--- src/rtl/adc_scan_pkg.sv ---
`timescale 1ns/1ps
package adc_scan_pkg;

  localparam int DATA_W = 16;

  localparam logic [7:0] OFS_DATA_LO = 8'h00;
  localparam logic [7:0] OFS_DATA_HI = 8'h01;
  localparam logic [7:0] OFS_SCAN    = 8'h02;
  localparam logic [7:0] OFS_STAT    = 8'h08;
  localparam logic [7:0] OFS_CTRL    = 8'h09;

  typedef enum logic [1:0] {
    PACE_SOFT = 2'd0,
    PACE_RSVD = 2'd1,
    PACE_EXT  = 2'd2,
    PACE_INT  = 2'd3
  } pace_e;

  typedef struct packed {
    logic       irq_en;
    logic [2:0] irq_lvl;
    logic       spare;
    logic       xfer_en;
    pace_e      pace;
  } ctrl_t;

  typedef struct packed {
    logic       busy;
    logic       unipolar;
    logic       single_ended;
    logic       pend;
    logic [3:0] ptr;
  } stat_t;

endpackage

--- src/rtl/adc_scan_ptr.sv ---
`timescale 1ns/1ps
module adc_scan_ptr #(
  parameter int CHAN_W = 4
) (
  input  logic              clk,
  input  logic              rst,
  input  logic              load,
  input  logic [CHAN_W-1:0] load_val,
  input  logic [CHAN_W-1:0] first,
  input  logic [CHAN_W-1:0] last,
  input  logic              advance,
  input  logic              single_ended,
  output logic [CHAN_W-1:0] ptr
);

  localparam logic [CHAN_W-1:0] FULL_MASK = '1;
  localparam logic [CHAN_W-1:0] HALF_MASK = FULL_MASK >> 1;

  logic [CHAN_W-1:0] mask;
  logic [CHAN_W-1:0] first_m;
  logic [CHAN_W-1:0] last_m;
  logic [CHAN_W-1:0] step;

  always_comb begin
    mask    = single_ended ? FULL_MASK : HALF_MASK;
    first_m = first & mask;
    last_m  = last & mask;
    step    = (ptr == last_m) ? first_m : ((ptr + CHAN_W'(1)) & mask);
  end

  // a scan-register write wins over an advance on the same edge
  always_ff @(posedge clk) begin
    if (rst)          ptr <= '0;
    else if (load)    ptr <= load_val & mask;
    else if (advance) ptr <= step;
  end

endmodule

--- src/rtl/adc_pace_gen.sv ---
`timescale 1ns/1ps
module adc_pace_gen
  import adc_scan_pkg::*;
#(
  parameter int PACE_DIV    = 20,
  parameter int SYNC_STAGES = 2
) (
  input  logic  clk,
  input  logic  rst,
  input  pace_e mode,
  input  logic  ext_in,
  output logic  tick
);

  localparam int CNT_W = (PACE_DIV > 1) ? $clog2(PACE_DIV) : 1;
  localparam logic [CNT_W-1:0] CNT_LAST = CNT_W'(PACE_DIV - 1);

  logic [CNT_W-1:0]       cnt;
  logic [SYNC_STAGES-1:0] sync_q;
  logic                   ext_prev;
  logic                   int_hit;
  logic                   ext_rise;

  always_ff @(posedge clk) begin
    if (rst)                   cnt <= '0;
    else if (mode != PACE_INT) cnt <= '0;
    else if (cnt == CNT_LAST)  cnt <= '0;
    else                       cnt <= cnt + CNT_W'(1);
  end

  genvar g;
  generate
    for (g = 0; g < SYNC_STAGES; g++) begin : g_sync
      if (g == 0) begin : g_first
        always_ff @(posedge clk) begin
          if (rst) sync_q[0] <= 1'b0;
          else     sync_q[0] <= ext_in;
        end
      end else begin : g_next
        always_ff @(posedge clk) begin
          if (rst) sync_q[g] <= 1'b0;
          else     sync_q[g] <= sync_q[g-1];
        end
      end
    end
  endgenerate

  always_ff @(posedge clk) begin
    if (rst) ext_prev <= 1'b0;
    else     ext_prev <= sync_q[SYNC_STAGES-1];
  end

  always_comb begin
    int_hit  = (mode == PACE_INT) && (cnt == CNT_LAST);
    ext_rise = (mode == PACE_EXT) && sync_q[SYNC_STAGES-1] && !ext_prev;
    tick     = int_hit || ext_rise;
  end

endmodule

--- src/rtl/adc_conv_ctrl.sv ---
`timescale 1ns/1ps
module adc_conv_ctrl
  import adc_scan_pkg::*;
#(
  parameter int RES_BITS = 12,
  parameter int CHAN_W   = 4
) (
  input  logic              clk,
  input  logic              rst,
  input  logic              trig_sw,
  input  logic              trig_pace,
  input  logic [CHAN_W-1:0] chan_in,
  input  logic              adc_done,
  input  logic [DATA_W-1:0] adc_raw,
  output logic              busy,
  output logic              adc_start,
  output logic [CHAN_W-1:0] adc_chan,
  output logic [DATA_W-1:0] result,
  output logic              conv_done
);

  localparam int PAD = DATA_W - RES_BITS;

  logic [DATA_W-1:0] justified;

  generate
    if (PAD == 0) begin : g_full
      assign justified = adc_raw;
    end else begin : g_left
      logic unused_raw_hi;
      assign unused_raw_hi = ^adc_raw[DATA_W-1:RES_BITS];
      assign justified = {adc_raw[RES_BITS-1:0], {PAD{1'b0}}};
    end
  endgenerate

  assign conv_done = busy && adc_done;

  always_ff @(posedge clk) begin
    if (rst) begin
      busy      <= 1'b0;
      adc_start <= 1'b0;
      adc_chan  <= '0;
      result    <= '0;
    end else begin
      adc_start <= 1'b0;
      if (conv_done) begin
        busy   <= 1'b0;
        result <= justified;
      end else if (!busy && (trig_sw || trig_pace)) begin
        busy      <= 1'b1;
        adc_start <= 1'b1;
        adc_chan  <= chan_in;
      end
    end
  end

endmodule

--- src/rtl/adc_reg_bank.sv ---
`timescale 1ns/1ps
module adc_reg_bank
  import adc_scan_pkg::*;
#(
  parameter int ADDR_W = 4,
  parameter int CHAN_W = 4
) (
  input  logic              clk,
  input  logic              rst,
  input  logic [ADDR_W-1:0] bus_addr,
  input  logic [7:0]        bus_wdata,
  input  logic              bus_wr,
  input  logic              bus_rd,
  output logic [7:0]        bus_rdata,
  input  logic              busy,
  input  logic              conv_done,
  input  logic [DATA_W-1:0] result,
  input  logic [CHAN_W-1:0] ptr,
  input  logic              unipolar,
  input  logic              single_ended,
  output logic              trig_sw,
  output logic              scan_wr,
  output logic [7:0]        scan_q,
  output ctrl_t             ctrl_q,
  output logic              pend
);

  function automatic logic hit(input logic [7:0] ofs);
    return bus_addr == ofs[ADDR_W-1:0];
  endfunction

  stat_t      stat;
  logic [7:0] rd_next;
  logic       stat_wr;

  always_comb begin
    trig_sw = bus_wr && hit(OFS_DATA_LO);
    scan_wr = bus_wr && hit(OFS_SCAN);
    stat_wr = bus_wr && hit(OFS_STAT);
  end

  always_ff @(posedge clk) begin
    if (rst) begin
      scan_q <= '0;
      ctrl_q <= '0;
    end else if (bus_wr) begin
      if (hit(OFS_SCAN)) scan_q <= bus_wdata;
      if (hit(OFS_CTRL)) ctrl_q <= ctrl_t'(bus_wdata);
    end
  end

  // a new completion outranks a clear landing on the same edge
  always_ff @(posedge clk) begin
    if (rst)                           pend <= 1'b0;
    else if (conv_done && ctrl_q.irq_en) pend <= 1'b1;
    else if (stat_wr)                  pend <= 1'b0;
  end

  always_comb begin
    stat = '{busy: busy, unipolar: unipolar, single_ended: single_ended,
             pend: pend, ptr: 4'(ptr)};
    rd_next = '0;
    if (hit(OFS_DATA_LO))      rd_next = result[7:0];
    else if (hit(OFS_DATA_HI)) rd_next = result[15:8];
    else if (hit(OFS_SCAN))    rd_next = scan_q;
    else if (hit(OFS_STAT))    rd_next = stat;
    else if (hit(OFS_CTRL))    rd_next = ctrl_q;
  end

  always_ff @(posedge clk) begin
    if (rst)         bus_rdata <= '0;
    else if (bus_rd) bus_rdata <= rd_next;
  end

endmodule

--- src/rtl/adc_scan_regs.sv ---
`timescale 1ns/1ps
module adc_scan_regs
  import adc_scan_pkg::*;
#(
  parameter int ADDR_W      = 4,
  parameter int CHAN_W      = 4,
  parameter int RES_BITS    = 12,
  parameter int PACE_DIV    = 20,
  parameter int SYNC_STAGES = 2
) (
  input  logic              clk,
  input  logic              rst,
  input  logic [ADDR_W-1:0] bus_addr,
  input  logic [7:0]        bus_wdata,
  input  logic              bus_wr,
  input  logic              bus_rd,
  output logic [7:0]        bus_rdata,
  input  logic              strap_unipolar,
  input  logic              strap_single_ended,
  input  logic              ext_pace,
  output logic              adc_start,
  output logic [CHAN_W-1:0] adc_chan,
  input  logic              adc_done,
  input  logic [15:0]       adc_raw
);

  logic              busy_w;
  logic              conv_done_w;
  logic              trig_sw_w;
  logic              pace_tick_w;
  logic              scan_wr_w;
  logic              pend_w;
  logic [7:0]        scan_w;
  ctrl_t             ctrl_w;
  logic [CHAN_W-1:0] ptr_w;
  logic [DATA_W-1:0] result_w;

  adc_reg_bank #(.ADDR_W(ADDR_W), .CHAN_W(CHAN_W)) u_regs (
    .clk(clk), .rst(rst),
    .bus_addr(bus_addr), .bus_wdata(bus_wdata), .bus_wr(bus_wr),
    .bus_rd(bus_rd), .bus_rdata(bus_rdata),
    .busy(busy_w), .conv_done(conv_done_w), .result(result_w),
    .ptr(ptr_w), .unipolar(strap_unipolar),
    .single_ended(strap_single_ended),
    .trig_sw(trig_sw_w), .scan_wr(scan_wr_w), .scan_q(scan_w),
    .ctrl_q(ctrl_w), .pend(pend_w)
  );

  adc_scan_ptr #(.CHAN_W(CHAN_W)) u_ptr (
    .clk(clk), .rst(rst),
    .load(scan_wr_w), .load_val(bus_wdata[CHAN_W-1:0]),
    .first(scan_w[CHAN_W-1:0]), .last(scan_w[4 +: CHAN_W]),
    .advance(conv_done_w), .single_ended(strap_single_ended),
    .ptr(ptr_w)
  );

  adc_pace_gen #(.PACE_DIV(PACE_DIV), .SYNC_STAGES(SYNC_STAGES)) u_pace (
    .clk(clk), .rst(rst), .mode(ctrl_w.pace), .ext_in(ext_pace),
    .tick(pace_tick_w)
  );

  adc_conv_ctrl #(.RES_BITS(RES_BITS), .CHAN_W(CHAN_W)) u_conv (
    .clk(clk), .rst(rst),
    .trig_sw(trig_sw_w), .trig_pace(pace_tick_w), .chan_in(ptr_w),
    .adc_done(adc_done), .adc_raw(adc_raw),
    .busy(busy_w), .adc_start(adc_start), .adc_chan(adc_chan),
    .result(result_w), .conv_done(conv_done_w)
  );

endmodule

--- config.mk ---
export PLATFORM = sky130hd
export DESIGN_NAME = adc_scan_regs
export DESIGN_NICKNAME = d
export VERILOG_FILES = /design/src/rtl/adc_scan_pkg.sv /design/src/rtl/adc_scan_ptr.sv /design/src/rtl/adc_pace_gen.sv /design/src/rtl/adc_conv_ctrl.sv /design/src/rtl/adc_reg_bank.sv /design/src/rtl/adc_scan_regs.sv
export SDC_FILE = /design/constraint.sdc
export NUM_CORES = 1
export LEC_CHECK = 0
export BUFFER_PORTS_ARGS = -buffer_cell sky130_fd_sc_hd__buf_2
export CAP_MARGIN = 20
export CORE_ASPECT_RATIO = 0.7
export CORE_MARGIN = 8
export CORE_UTILIZATION = 55
export CTS_BUF_LIST = sky130_fd_sc_hd__clkbuf_16
export CTS_CLUSTER_SIZE = 28
export DETAILED_ROUTE_END_ITERATION = 6
export PLACE_DENSITY_LB_ADDON = 0.12
export SKIP_LAST_GASP = 1
export SLEW_MARGIN = 20
export SYNTH_ARGS = -nofsm -noshare
export SYNTH_HDL_FRONTEND = slang
export SYNTH_HIERARCHICAL = 1
export SYNTH_SLANG_ARGS = --single-unit
--- constraint.sdc ---
create_clock -name clk -period 2 [get_ports clk]
set_input_delay 0.2 -clock clk [delete_from_list [all_inputs] [get_ports clk]]
set_output_delay 0.2 -clock clk [all_outputs]
set_load 0.01 [all_outputs]
# [Word level (Yosys, flattened, before mapping)]
# Cells that the tools add are included.
[word_totals] word_cells=66 input_bits=36 register_bits=55
[classes] n_eq_ne=9 n_reduce_logical=21 n_mux=12 n_addsub=2 bitwise_logic=5
[ops] cell="8-bit 2-to-1 mux" n=5
[ops] cell="4-bit AND" n=4
[ops] cell="4-bit 2-to-1 mux" n=4
[ops] cell="1-bit logical AND" n=9
[ops] cell="4-bit == test, second input constant" n=2
[ops] cell="2-bit AND reduction" n=3
[ops] cell="5-bit by 1-bit adder with 5-bit output, second input constant" n=1
[ops] cell="5-bit == test, second input constant" n=1
[ops] cell="4-bit by 1-bit adder with 4-bit output, second input constant" n=1
[ops] cell="2-bit == test, second input constant" n=2
[ops] cell="4-bit by 1-bit == test with 1-bit output, second input constant" n=1
[ops] cell="4-bit by 2-bit == test with 1-bit output, second input constant" n=1
[ops] cell="4-bit == test" n=1
[ops] cell="4-bit logical NOT" n=1
[ops] cell="2-bit nonzero test" n=2
[ops] cell="1-bit 2-to-1 mux" n=3
[ops] cell="3-bit OR reduction" n=1
[ops] cell="1-bit logical NOT" n=2
[ops] cell="1-bit logical OR" n=2
[ops] cell="2-bit inequality test, second input constant" n=1
[ops] cell="2-bit OR reduction" n=1
[ops] cell="1-bit inverter" n=1

# [Logic depth before layout (Yosys ltp)]
# Gate-level depths: netlist of the first run.
[depth] depth_word=7 ltp_mapped=10 depth_no_buf=6

# [Modules after synthesis]
# Netlist of the first run, hierarchy kept.
[by_module_without_submodules] mod="adc_reg_bank" instances=1 area_per_inst_um2=1421.4 cells_per_inst=162 seq_area_each_um2=500.5
[by_module_without_submodules] mod="adc_conv_ctrl" instances=1 area_per_inst_um2=830.8 cells_per_inst=85 seq_area_each_um2=360.3
[by_module_without_submodules] mod="adc_scan_ptr" instances=1 area_per_inst_um2=334.1 cells_per_inst=35 seq_area_each_um2=80.1
[by_module_without_submodules] mod="adc_pace_gen" instances=1 area_per_inst_um2=321.6 cells_per_inst=33 seq_area_each_um2=160.2

# [Worst setup path after synthesis of the first run]
# Ideal clock, no wire load.
[synth_path] kind="input to register" startpoint="input bus_addr[1]" endpoint="register u_ptr.ptr[2]" t_required_ns=1.925 stages=9 t_arrival_ns=1.648 path_slack_ns=0.277 cell_sequence="buf_6 > nor2b_1 > buf_4 > nand3_1 > buf_2 > inv_1 > clkbuf_2 > or3b_1 > o22ai_1"
[synth_via] elab_chain_len=3
[synth_lines] item="start, declared" line_no="adc_scan_regs.sv:13" source="input logic [ADDR_W-1:0] bus_addr,"
[synth_lines] item="4-bit by 2-bit == test with 1-bit output *" line_no="adc_reg_bank.sv:29" source="return bus_addr == ofs[ADDR_W-1:0];"
[synth_lines] item="1-bit logical AND *" line_no="adc_reg_bank.sv:38" source="scan_wr = bus_wr && hit(OFS_SCAN);"
[synth_lines] item="via scan_wr_w" line_no="adc_scan_regs.sv:31" source="logic scan_wr_w;"
[synth_lines] item="4-bit 2-to-1 mux or 2-bit nonzero test (tied branches)"
[synth_lines] item="end signal, assigned" line_no="adc_scan_ptr.sv:34" source="else if (load) ptr <= load_val & mask;"
[synth_lines] item="end signal, assigned" line_no="adc_scan_ptr.sv:35" source="else if (advance) ptr <= step;"
[synth_lines] item="end, declared" line_no="adc_scan_ptr.sv:13" source="output logic [CHAN_W-1:0] ptr"
# Mark *: on every way through the listed nets, which the timed path passes. The rest lies on a longest branch.
# A chain may end at the register's enable or synchronous reset.

# [Worst setup path in the final report of the first run]
[layout_path] startpoint="register u_pace.cnt[0]" endpoint="register u_conv.adc_chan[3]"
[layout_via] elab_chain_len=6
[layout_lines] item="start, declared" line_no="adc_pace_gen.sv:18" source="logic [CNT_W-1:0] cnt;"
[layout_lines] item="start signal, assigned" line_no="adc_pace_gen.sv:28" source="else cnt <= cnt + CNT_W'(1);"
[layout_lines] item="5-bit == test" line_no="adc_pace_gen.sv:54" source="int_hit = (mode == PACE_INT) && (cnt == CNT_LAST);"
[layout_lines] item="1-bit logical AND" line_no="adc_pace_gen.sv:54"
[layout_lines] item="1-bit logical OR" line_no="adc_pace_gen.sv:56" source="tick = int_hit || ext_rise;"
[layout_lines] item="via pace_tick_w" line_no="adc_scan_regs.sv:30" source="logic pace_tick_w;"
[layout_lines] item="1-bit logical OR" line_no="adc_conv_ctrl.sv:49" source="end else if (!busy && (trig_sw || trig_pace)) begin"
[layout_lines] item="1-bit logical AND" line_no="adc_conv_ctrl.sv:49"
[layout_lines] item="2-bit AND reduction (no source line)"
[layout_lines] item="end signal, assigned" line_no="adc_conv_ctrl.sv:52" source="adc_chan <= chan_in;"
[layout_lines] item="end, declared" line_no="adc_conv_ctrl.sv:17" source="output logic [CHAN_W-1:0] adc_chan,"
# The timed path passes the listed nets, and every way through them passes these cells.

==> run summary, run 1 <==
DRC -> 0
Layout cells sized above 1 -> 21.0%
Setup Fix Bufs, Post-CTS -> 0
Pwr Density -> 669 nW/um2
Synth Register Bits -> 55
Required @ worst endpoint -> 2.22 ns
Post-DRT Antenna Nets -> 0
HPWL Detailed -> 5.02 mm
Netlist cell types -> 47
Layout overhead on the synthesized area -> 11.3%
Worst ir drop on vdd -> 0.499 mV
Post-Syn Instances -> 315
Vias -> 2426
Hold WC Path Type -> in -> reg
N_diodes -> 0
DRT Pass-1 Iters -> 5
Main synth FF type -> dfxtp_1
RR Endpoint -> u_conv/adc_chan[3]
DR iter-0 viols -> 196
EDFF count, synth -> 0
Clock share of power -> 38.1%
Cell count of the worst reg-to-reg path -> 6
Status -> finished, final reports clean
Worst Setup Slack, final -> 0.371 ns
Setup crit start -> u_pace/cnt[0]
Sequential power share -> 51.8%
CTS Root Cell -> clkbuf_16
Overflow after GRT -> 0
Starting density of the core -> 56.2%
Final Max Tran Viols -> 0
Hold_buf cts -> 0
CP Cell Sequence -> ha_1 -> and4bb_1 -> a21oi_1 -> nor2b_1 -> o21ba_1 -> mux2i_1
Leak -> 1.35 nW
Switching Fraction -> 23.6%
Final Setup Violations -> 0
Clock skew -> 0.00677 ns
Final TNS setup -> 0 ns
Reg-to-Reg Start -> u_pace/cnt[0]
Stages on worst setup path -> 6
Filler cell count -> 483
Cell Area, Synth -> 2910 um2
Crit. End Element -> flop
Worst-Margin Slew -> 0.520 ns
Via/cell ratio -> 5.72
First-pass GRT wire length -> 11.4 mm
Worst-path clk slew -> 0.06 ns
Period utilisation layout -> 81.5%
Critical path's largest stage delay -> 0.35 ns
CP max stage cell -> dfxtp_1
WP data arrival -> 1.84 ns
Synthesized area per cell -> 9.23 um2
Setup CP Type -> reg -> reg
Max Root-Sink Buffers -> 2
Core Area -> 5170 um2
CP delay by family, top -> compound AO/OA/AOI/OAI gates
Warnings from Yosys -> 6
Vias in the first global route -> 2378
All-Layer GR Usage -> 18.0%
Crit path buf inv count -> 0
Post-cts resize count -> 0
Pre-CTS setup slack -> 0.298 ns
Seq/Total Area, Yosys -> 37.9%
CTS tree -> done
Area leader, netlist -> dfxtp_1
Largest net degree at the start of global routing -> 32
Final layout net count -> 390
Ports -> 49
Sink Count -> 55
Rows -> 22
Final Hold Fails -> 0
RePlAce Congestion -> 0.847
Synth top area share -> 37.9%
WL final -> 6.93 mm
Final min period -> 1.63 ns
Initial antenna violation count -> 0
DR WL/cell -> 16.4 um
Die X -> 103 um
Pint -> 1.65 mW
CTS Buf Count -> 5
Commonest non-fill, non-tap cell in the layout -> dfxtp_1
Slew HR -> 65.2%
CP Max Fanout -> 5
Max frequency -> 0.614 GHz
Die Ht -> 76.8 um
Net switching power -> 0.511 mW
Commonest non-fill, non-tap cells in the layout -> dfxtp_1, nor2_1, buf_2, mux2i_1, a21oi_1
Full die area -> 7910 um2
Comb pwr share -> 10.2%
Clock Latency Late Sink -> 0.29 ns
Top cells by area, synth -> dfxtp_1, mux2i_1, nor2_1
Setup crit start kind -> flop
Setup slack, reg-to-reg -> 0.37 ns
Critical Path End -> u_conv/adc_chan[3]
Maxcap violations -> 0
Asr flop ratio synth -> 0%
H-tree depth -> 2
IO Port Bufs -> 44
RSZ-0062 raised after global routing -> no
## cells by family (layout without fill, tap and decap cells)
family | Yosys count | after routing | synth area share [%]
and+or+nand+nor | 126 | 126 | 24.1
xor gates and xnor gates | 7 | 7 | 2.11
muxes | 25 | 25 | 8.65
adders and majority gates | 2 | 2 | 0.860
DFF | 55 | 55 | 37.9
other | 1 | 4 | 0.129
buffers and inverters | 34 | 68 | 8.30
AOI/OAI and AO/OA | 65 | 65 | 17.9
## per-layer routing
layer | track usage, % | wire length [um] | vias to the layer above
met5 | 0 | 0 | -
met3 | 3.97 | 471 | 6
met1 | 24.7 | 3270 | 1144
met4 | 4.75 | 45 | 0
met2 | 27.4 | 3140 | 86
li1 | - | - | 1190
## power by group through the flow
stage | registers, mW | clock network [mW] | logic (mW)
3_5_place_dp | 1.15 | 0 | 0.216
3_3_place_gp | 1.14 | 0 | 0.213
2_1_floorplan | 1.14 | 0 | 0.158
5_1_grt | 1.12 | 0.884 | 0.240
6_report | 1.12 | 0.824 | 0.220
4_1_cts | 1.12 | 0.834 | 0.218
## worst min-delay path by stage
stage / from / end / slack (ns) / cells after the start
final: ext_pace / u_pace/sync_q[0] / 0.12 / 2
after global routing: ext_pace / u_pace/sync_q[0] / 0.15 / 2
after detailed placement: ext_pace / u_pace/sync_q[0] / 0.42 / 2
after CTS: ext_pace / u_pace/sync_q[0] / 0.12 / 2
after floorplan: rst / u_pace/ext_prev / 0.27 / 1
after global placement: ext_pace / u_pace/sync_q[0] / 0.41 / 2
## cells in the mapped netlist (all sizes together) (8+ instances only)
library cell,count
dfxtp,55
nor2,45
mux2i,24
buf,22
a21oi,19
nand3,15
nand2b,13
nor2b,13
a21bo,12
a211oi,8
a221o,8
a222oi,8
nor4,8
## layout make-up
| type | instances | area, um2 | share of cell area [%] |
|---|---|---|---|
| Inverter | 5 | 18.8 | 0.580 |
| Clock buffer | 5 | 125 | 3.87 |
| Clock inverter | 2 | 8.76 | 0.271 |
| Timing Repair Buffer | 56 | 310 | 9.59 |
| Tap cell | 72 | 90.1 | 2.78 |
| Multi-Input combinational cell | 229 | 1580 | 48.9 |
| Sequential cell | 55 | 1100 | 34.0 |
## per-stage QoR
stage          utilization [%]  instances  hold slack (ns)  total power, mW  instance area (um2)
4_1_cts                   62.5        424            0.120             2.17                 3240
6_report                  62.5        424            0.123             2.16                 3240
3_3_place_gp              60.0        417            0.411             1.36                 3100
3_5_place_dp              60.0        417            0.418             1.36                 3100
5_1_grt                   62.5        424            0.148             2.25                 3240
2_1_floorplan                -        318            0.272             1.30                 2920
## state kept, by name, summed over array words and instances, names as in the netlist
signal / cells
u_ptr/ptr: 4
u_pace/cnt: 5
u_regs/pend: 1
u_conv/adc_chan: 4
u_conv/adc_start: 1
u_pace/ext_prev: 1
u_pace/sync_q: 2
u_regs/ctrl_q: 8
u_conv/result: 12
u_regs/scan_q: 8
u_regs/bus_rdata: 8
u_conv/busy: 1
## worst reg2reg max path: stages (launching register included)
cell	delay (ns)
dfxtp_1	0.35
ha_1	0.22
and4bb_1	0.23
a21oi_1	0.07
nor2b_1	0.15
o21ba_1	0.32
mux2i_1	0.22
(Power assumes the default switching activity.)
==> run 2: changes to the inputs <==
--- a/config.mk
+++ b/config.mk
@@ -5,6 +5,7 @@
 export SDC_FILE = /design/constraint.sdc
 export NUM_CORES = 1
 export LEC_CHECK = 0
+export ABC_AREA = 1
 export BUFFER_PORTS_ARGS = -buffer_cell sky130_fd_sc_hd__buf_2
 export CAP_MARGIN = 20
 export CORE_ASPECT_RATIO = 0.7
==> constraint.sdc (replaced) <==
create_clock -name clk -period 1.5 [get_ports clk]
set_input_delay 0.15 -clock clk [delete_from_list [all_inputs] [get_ports clk]]
set_output_delay 0.15 -clock clk [all_outputs]
set_load 0.01 [all_outputs]
==> run summary, run 2 <==
EDFF count, synth -> 0 (unchanged)
DR iter-0 viols -> 190 (-3.1%)
Post-Syn Instances -> 383 (+22%)
Clock Latency Late Sink -> 0.29 ns (about the same)
Final Hold Fails -> 0 (unchanged)
Die Ht -> 75.0 um (-2.4%)
Dpl cells -> 499 (+20%)
Layout cells sized above 1 -> 20.8% (-0.25 points)
Commonest non-fill, non-tap cell in the layout -> nand2_1
Max frequency -> 0.750 GHz (+22%)
Synthesized area per cell -> 7.14 um2 (-23%)
WL final -> 6.91 mm (-0.37%)
Critical path's largest stage delay -> 0.48 ns (+0.13 ns)
H-tree depth -> 2 (unchanged)
WP data arrival -> 1.55 ns (-0.29 ns)
Post-route cell area -> 3200 um2 (-1.2%)
Full die area -> 7520 um2 (-4.8%)
Hold path cells -> 3 (+1)
Worst-path clk slew -> 0.07 ns (about the same)
Sink Count -> 55 (unchanged)
Stages on worst setup path -> 8 (+2)
Final layout net count -> 475 (+22%)
Via/cell ratio -> 5.17 (-9.6%)
Crit path buf inv count -> 1 (+1)
Final TNS setup -> 0 ns (unchanged)
Hold WC Path Type -> in -> reg
Area leader, netlist -> dfxtp_1
Rows -> 21 (-4.5%)
Initial antenna violation count -> 0 (unchanged)
Warnings from Yosys -> 6 (unchanged)
Top cells by area, synth -> dfxtp_1, nand3_1, nand2_1
Netlist cell types -> 34 (-28%)
Worst ir drop on vdd -> 0.681 mV (+36%)
Leak -> 1.43 nW (+5.9%)
All-Layer GR Usage -> 18.8% (+0.83 points)
Max Root-Sink Buffers -> 2 (unchanged)
DR WL/cell -> 13.6 um (-17%)
Non-filler instance count after layout -> 507 (+20%)
Period utilisation layout -> 88.9% (+7.4 points)
Fin util -> 66.8% (+4.3 points)
Maxcap violations -> 0 (unchanged)
CP max stage cell -> dfxtp_1
Cell Area, Synth -> 2740 um2 (-5.9%)
Setup crit start kind -> flop
CTS Buf Count -> 5 (unchanged)
Final Max Tran Viols -> 0 (unchanged)
Setup Fix Bufs, Post-CTS -> 0 (unchanged)
Setup CP Type -> reg -> reg
Commonest non-fill, non-tap cells in the layout -> nand2_1, nand3_1, dfxtp_1, nor2_1, buf_2
Final Setup Violations -> 0 (unchanged)
Clock skew -> 0.00500 ns (-0.00177 ns)
Count leader, synth -> nand2_1
Largest register FFs -> 12 (unchanged)
Post-DRT Antenna Nets -> 0 (unchanged)
RePlAce Congestion -> 0.886 (+4.6%)
RSZ-0062 raised after global routing -> no
Status -> finished, final reports clean
HPWL Detailed -> 5.21 mm (+3.7%)
First-pass GRT wire length -> 11.3 mm (-0.85%)
IO Port Bufs -> 44 (unchanged)
Crit. End Element -> flop
Vias -> 2623 (+8.1%)
CP delay by family, top -> simple AND/OR/NAND/NOR gates
Cell count of the worst reg-to-reg path -> 8 (+2)
Ports -> 49 (unchanged)
Hold WS -> 0.0656 ns (-0.0577 ns)
DRC -> 0 (unchanged)
Overflow after GRT -> 0 (unchanged)
Cell Area, Placed -> 3050 um2 (-1.7%)
CP Cell Sequence -> inv_1 -> nand3_1 -> nand2_1 -> nor2_4 -> nand2_2 -> nand2_1 -> nand3_1 -> a21oi_1
CTS tree -> done
Seq/Total Area, Yosys -> 40.2% (+2.4 points)
Synth Register Bits -> 55 (unchanged)
Required @ worst endpoint -> 1.72 ns (-0.50 ns)
Largest net degree at the start of global routing -> 18 (-44%)
CTS Root Cell -> clkbuf_16
Asr flop ratio synth -> 0% (unchanged)
Vias in the first global route -> 2492 (+4.8%)
Die X -> 100 um (-2.5%)
N_diodes -> 0 (unchanged)
Final min period -> 1.33 ns (-0.296 ns)
DRT Pass-1 Iters -> 5 (unchanged)
Layout overhead on the synthesized area -> 16.8%
Main synth FF type -> dfxtp_1
Starting density of the core -> 57.2% (+1.0 points)
Core Area -> 4780 um2 (-7.6%)
Largest register by flop count -> u_conv/result
CP Max Fanout -> 6 (+1)
Post-synth top cells -> nand2_1, dfxtp_1, nand3_1, nor2_1, inv_1
Synth top area share -> 40.2% (+2.4 points)
Pwr Density -> 900 nW/um2 (+35%)
[run 2: changes by cell type after synthesis, sizes merged, moves of 10 or more]
cell,previous run,this run
inv,5,41
a21bo,12,0
nand3,15,55
buf,22,12
mux2i,24,0
nor2,45,58
o21ai,2,29
a21oi,19,30
nor2b,13,0
nand2,3,72
nand2b,13,0
[run 2: cells by family after synthesis]
kind of cell | after synthesis | share of synthesized area [%]
adder cells (fa/ha/maj) | 2 | 0.914
AND/OR/NAND/NOR | 196 | 33.9
buffers and inverters | 57 | 10.1
flip-flops | 55 | 40.2
other | 1 | 0.137
XOR/XNOR | 2 | 0.640
AO/OA/AOI/OAI | 70 | 14.1
[run 2: final timing paths]
check        slack, ns             start                to
max               0.17      u_ptr/ptr[3]      u_ptr/ptr[2]
min               0.07          ext_pace  u_pace/sync_q[0]
max reg2reg       0.17      u_ptr/ptr[3]      u_ptr/ptr[2]
min reg2reg       0.42  u_pace/sync_q[0]  u_pace/sync_q[1]
[run 2: what timing repair did]
item                                    4_1_cts  5_1_grt
endpoints found under the hold margin         0        0
endpoints found under the setup margin        0        4
hold buffers                                  0        0
gates resized for setup                       0        5
[run 2: area by class of cell]
type | count | area, um2
inverter | 43 | 166
clock buffer | 5 | 125
sequential | 55 | 1100
clock inverter | 3 | 12.5
timing repair buffer | 58 | 325
tap | 69 | 86.3
multi-input combinational | 274 | 1380
fill | 453 | 1590
[run 2: layer usage]
metal	vias up	wire (um)	track usage, %
met5	-	0	0
met4	0	67	5.50
met3	8	377	3.60
met2	72	3030	30.2
met1	1193	3440	25.1
li1	1350	-	-
[run 2: worst reg2reg max path, stage by stage (launching register included)]
cell and delay (ns):
dfxtp_1 0.48, inv_1 0.10, nand3_1 0.07, nand2_1 0.08
nor2_4 0.16, nand2_2 0.10, nand2_1 0.08, nand3_1 0.07
a21oi_1 0.13
[run 2: power by group]
group          total [mW]  internal, mW  leakage [nW]  switching, mW
combinational       0.267         0.102         0.904          0.166
sequential           1.50          1.49         0.445         0.0170
clock                1.11         0.605        0.0762          0.502
total                2.88          2.19          1.43          0.685
[run 2: metrics by stage]
stage,power [mW],setup WS (ns)
2_1_floorplan,1.69,0.112
3_3_place_gp,1.79,0.0904
3_5_place_dp,1.80,0.0261
4_1_cts,2.89,0.00347
5_1_grt,2.98,0.0169
6_report,2.88,0.167
==> run 3: changes to the inputs <==
--- a/config.mk
+++ b/config.mk
@@ -10,8 +10,7 @@
 export CAP_MARGIN = 20
 export CORE_ASPECT_RATIO = 0.7
 export CORE_MARGIN = 8
-export CORE_UTILIZATION = 55
-export CTS_BUF_LIST = sky130_fd_sc_hd__clkbuf_16
+export CORE_UTILIZATION = 30
 export CTS_CLUSTER_SIZE = 28
 export DETAILED_ROUTE_END_ITERATION = 6
 export PLACE_DENSITY_LB_ADDON = 0.12
==> run summary, run 3 (synthesis gave the netlist of run 2 again) <==
Status -> finished, final reports clean
CTS Root Cell -> clkbuf_16
N_diodes -> 0 (unchanged)
Hold WS -> 0.0676 ns (+0.00200 ns)
Final TNS setup -> 0 ns (unchanged)
Final min period -> 1.30 ns (-0.0288 ns)
Final layout net count -> 475 (unchanged)
Cell Area, Placed -> 3120 um2 (+2.3%)
Ports -> 49 (unchanged)
Required @ worst endpoint -> 1.73 ns (about the same)
DRT Pass-1 Iters -> 4 (-1)
Maxcap violations -> 0 (unchanged)
Pre-CTS setup slack -> 0.0131 ns (-0.0130 ns)
Final Hold Fails -> 0 (unchanged)
Largest register by flop count -> u_conv/result
H-tree depth -> 2 (unchanged)
Post-route cell area -> 3290 um2 (+2.9%)
CTS Buf Count -> 5 (unchanged)
Worst ir drop on vdd -> 0.352 mV (-48%)
Hold WC Path Type -> in -> reg
Setup CP Type -> reg -> reg
Clock skew -> 0.00359 ns (-0.00141 ns)
Vias -> 2525 (-3.7%)
All-Layer GR Usage -> 12.7% (-6.1 points)
Largest net degree at the start of global routing -> 22 (+4)
RSZ-0062 raised after global routing -> yes
Worst Setup Slack, final -> 0.196 ns (+0.0288 ns)
Period utilisation layout -> 86.9% (-1.9 points)
First-pass GRT wire length -> 12.4 mm (+9.3%)
Filler cell count -> 978 (+120%)
Pwr Density -> 930 nW/um2 (+3.3%)
IO Port Bufs -> 44 (unchanged)
Max Root-Sink Buffers -> 2 (unchanged)
Worst-path clk slew -> 0.07 ns (about the same)
DRC -> 0 (unchanged)
Post-DRT Antenna Nets -> 0 (unchanged)
Largest register FFs -> 12 (unchanged)
Commonest non-fill, non-tap cells in the layout -> nand2_1, nand3_1, dfxtp_1, nor2_1, buf_2
Full die area -> 12500 um2 (+66%)
Final Setup Violations -> 0 (unchanged)
CP Max Fanout -> 4 (-2)
Vias in the first global route -> 2381 (-4.5%)
Die Ht -> 95.9 um (+28%)
Max frequency -> 0.767 GHz (+2.2%)
Layout overhead on the synthesized area -> 20.2%
WL final -> 7.66 mm (+11%)
DR WL/cell -> 13.6 um (+0.15%)
Layout cells sized above 1 -> 21.3% (+0.51 points)
Setup Fix Bufs, Post-CTS -> 0 (unchanged)
Clock Latency Late Sink -> 0.29 ns (about the same)
HPWL Detailed -> 5.91 mm (+14%)
Rows -> 29 (+38%)
Die X -> 130 um (+30%)
Starting density of the core -> 30.5% (-27 points)
RePlAce Congestion -> 0.785 (-11%)
Crit. End Element -> flop
Leak -> 1.43 nW (about the same)
Setup slack, reg-to-reg -> 0.20 ns (+0.03 ns)
CTS tree -> done
Sink Count -> 55 (unchanged)
Commonest non-fill, non-tap cell in the layout -> nand2_1
Final Max Tran Viols -> 0 (unchanged)
Setup crit start kind -> flop
Initial antenna violation count -> 0 (unchanged)
Via/cell ratio -> 4.50 (-13%)
Core Area -> 8960 um2 (+87%)
DR iter-0 viols -> 121 (-36%)
Overflow after GRT -> 0 (unchanged)
WP data arrival -> 1.53 ns (-0.02 ns)
run 3: per-stage QoR:
step | instances | util, % | total power, mW
5_1_grt | 561 | 36.7 | 3.20
2_1_floorplan | 386 | - | 1.69
3_3_place_gp | 554 | 34.8 | 1.81
3_5_place_dp | 554 | 34.8 | 1.81
4_1_cts | 561 | 36.6 | 3.11
6_report | 561 | 36.7 | 3.06
run 3: report_power, final:
part,switching (mW),internal [mW]
clock network,0.504,0.780
logic,0.168,0.102
registers,0.0188,1.49
total,0.691,2.37
run 3: repair_timing:
action | 4_1_cts | 5_1_grt
setup endpoints to repair | 1 | 6
endpoints found under the hold margin | 0 | 0
cloned | 0 | 0
resized for setup | 1 | 6
hold buffers | 0 | 0
pin swaps | 0 | 1
run 3: worst paths after layout:
check,from,endpoint,depth (start not counted)
worst max-delay path,u_pace/cnt[1],u_conv/adc_chan[1],7
worst min-delay path,ext_pace,u_pace/sync_q[0],3
worst max register to register,u_pace/cnt[1],u_conv/adc_chan[1],7
worst min register to register,u_pace/sync_q[0],u_pace/sync_q[1],2
run 3: per-layer routing:
| metal | up-vias | GRT usage, % | routed length [um] |
|---|---|---|---|
| li1 | 1349 | - | - |
| met4 | 0 | 2.31 | 34 |
| met2 | 58 | 17.6 | 2980 |
| met5 | - | 0 | 0 |
| met3 | 4 | 3.60 | 445 |
| met1 | 1114 | 19.0 | 4200 |
run 3: final cells by class:
cell class,instances,area (um2),share of cell area (%)
inverter,43,166,5.06
sequential,55,1100,33.6
timing repair buffer,58,325,9.89
clock buffer,6,129,3.92
clock inverter,1,30.0,0.913
tap,124,155,4.72
multi-input combinational,274,1380,41.9
run 3: worst max-delay path, stage by stage (launching register included):
cell,delay [ns]
dfxtp_2,0.34
ha_2,0.18
nand4_2,0.13
o21ai_2,0.15
nor2_1,0.09
nor2_2,0.19
nor2_1,0.06
nor2_1,0.09
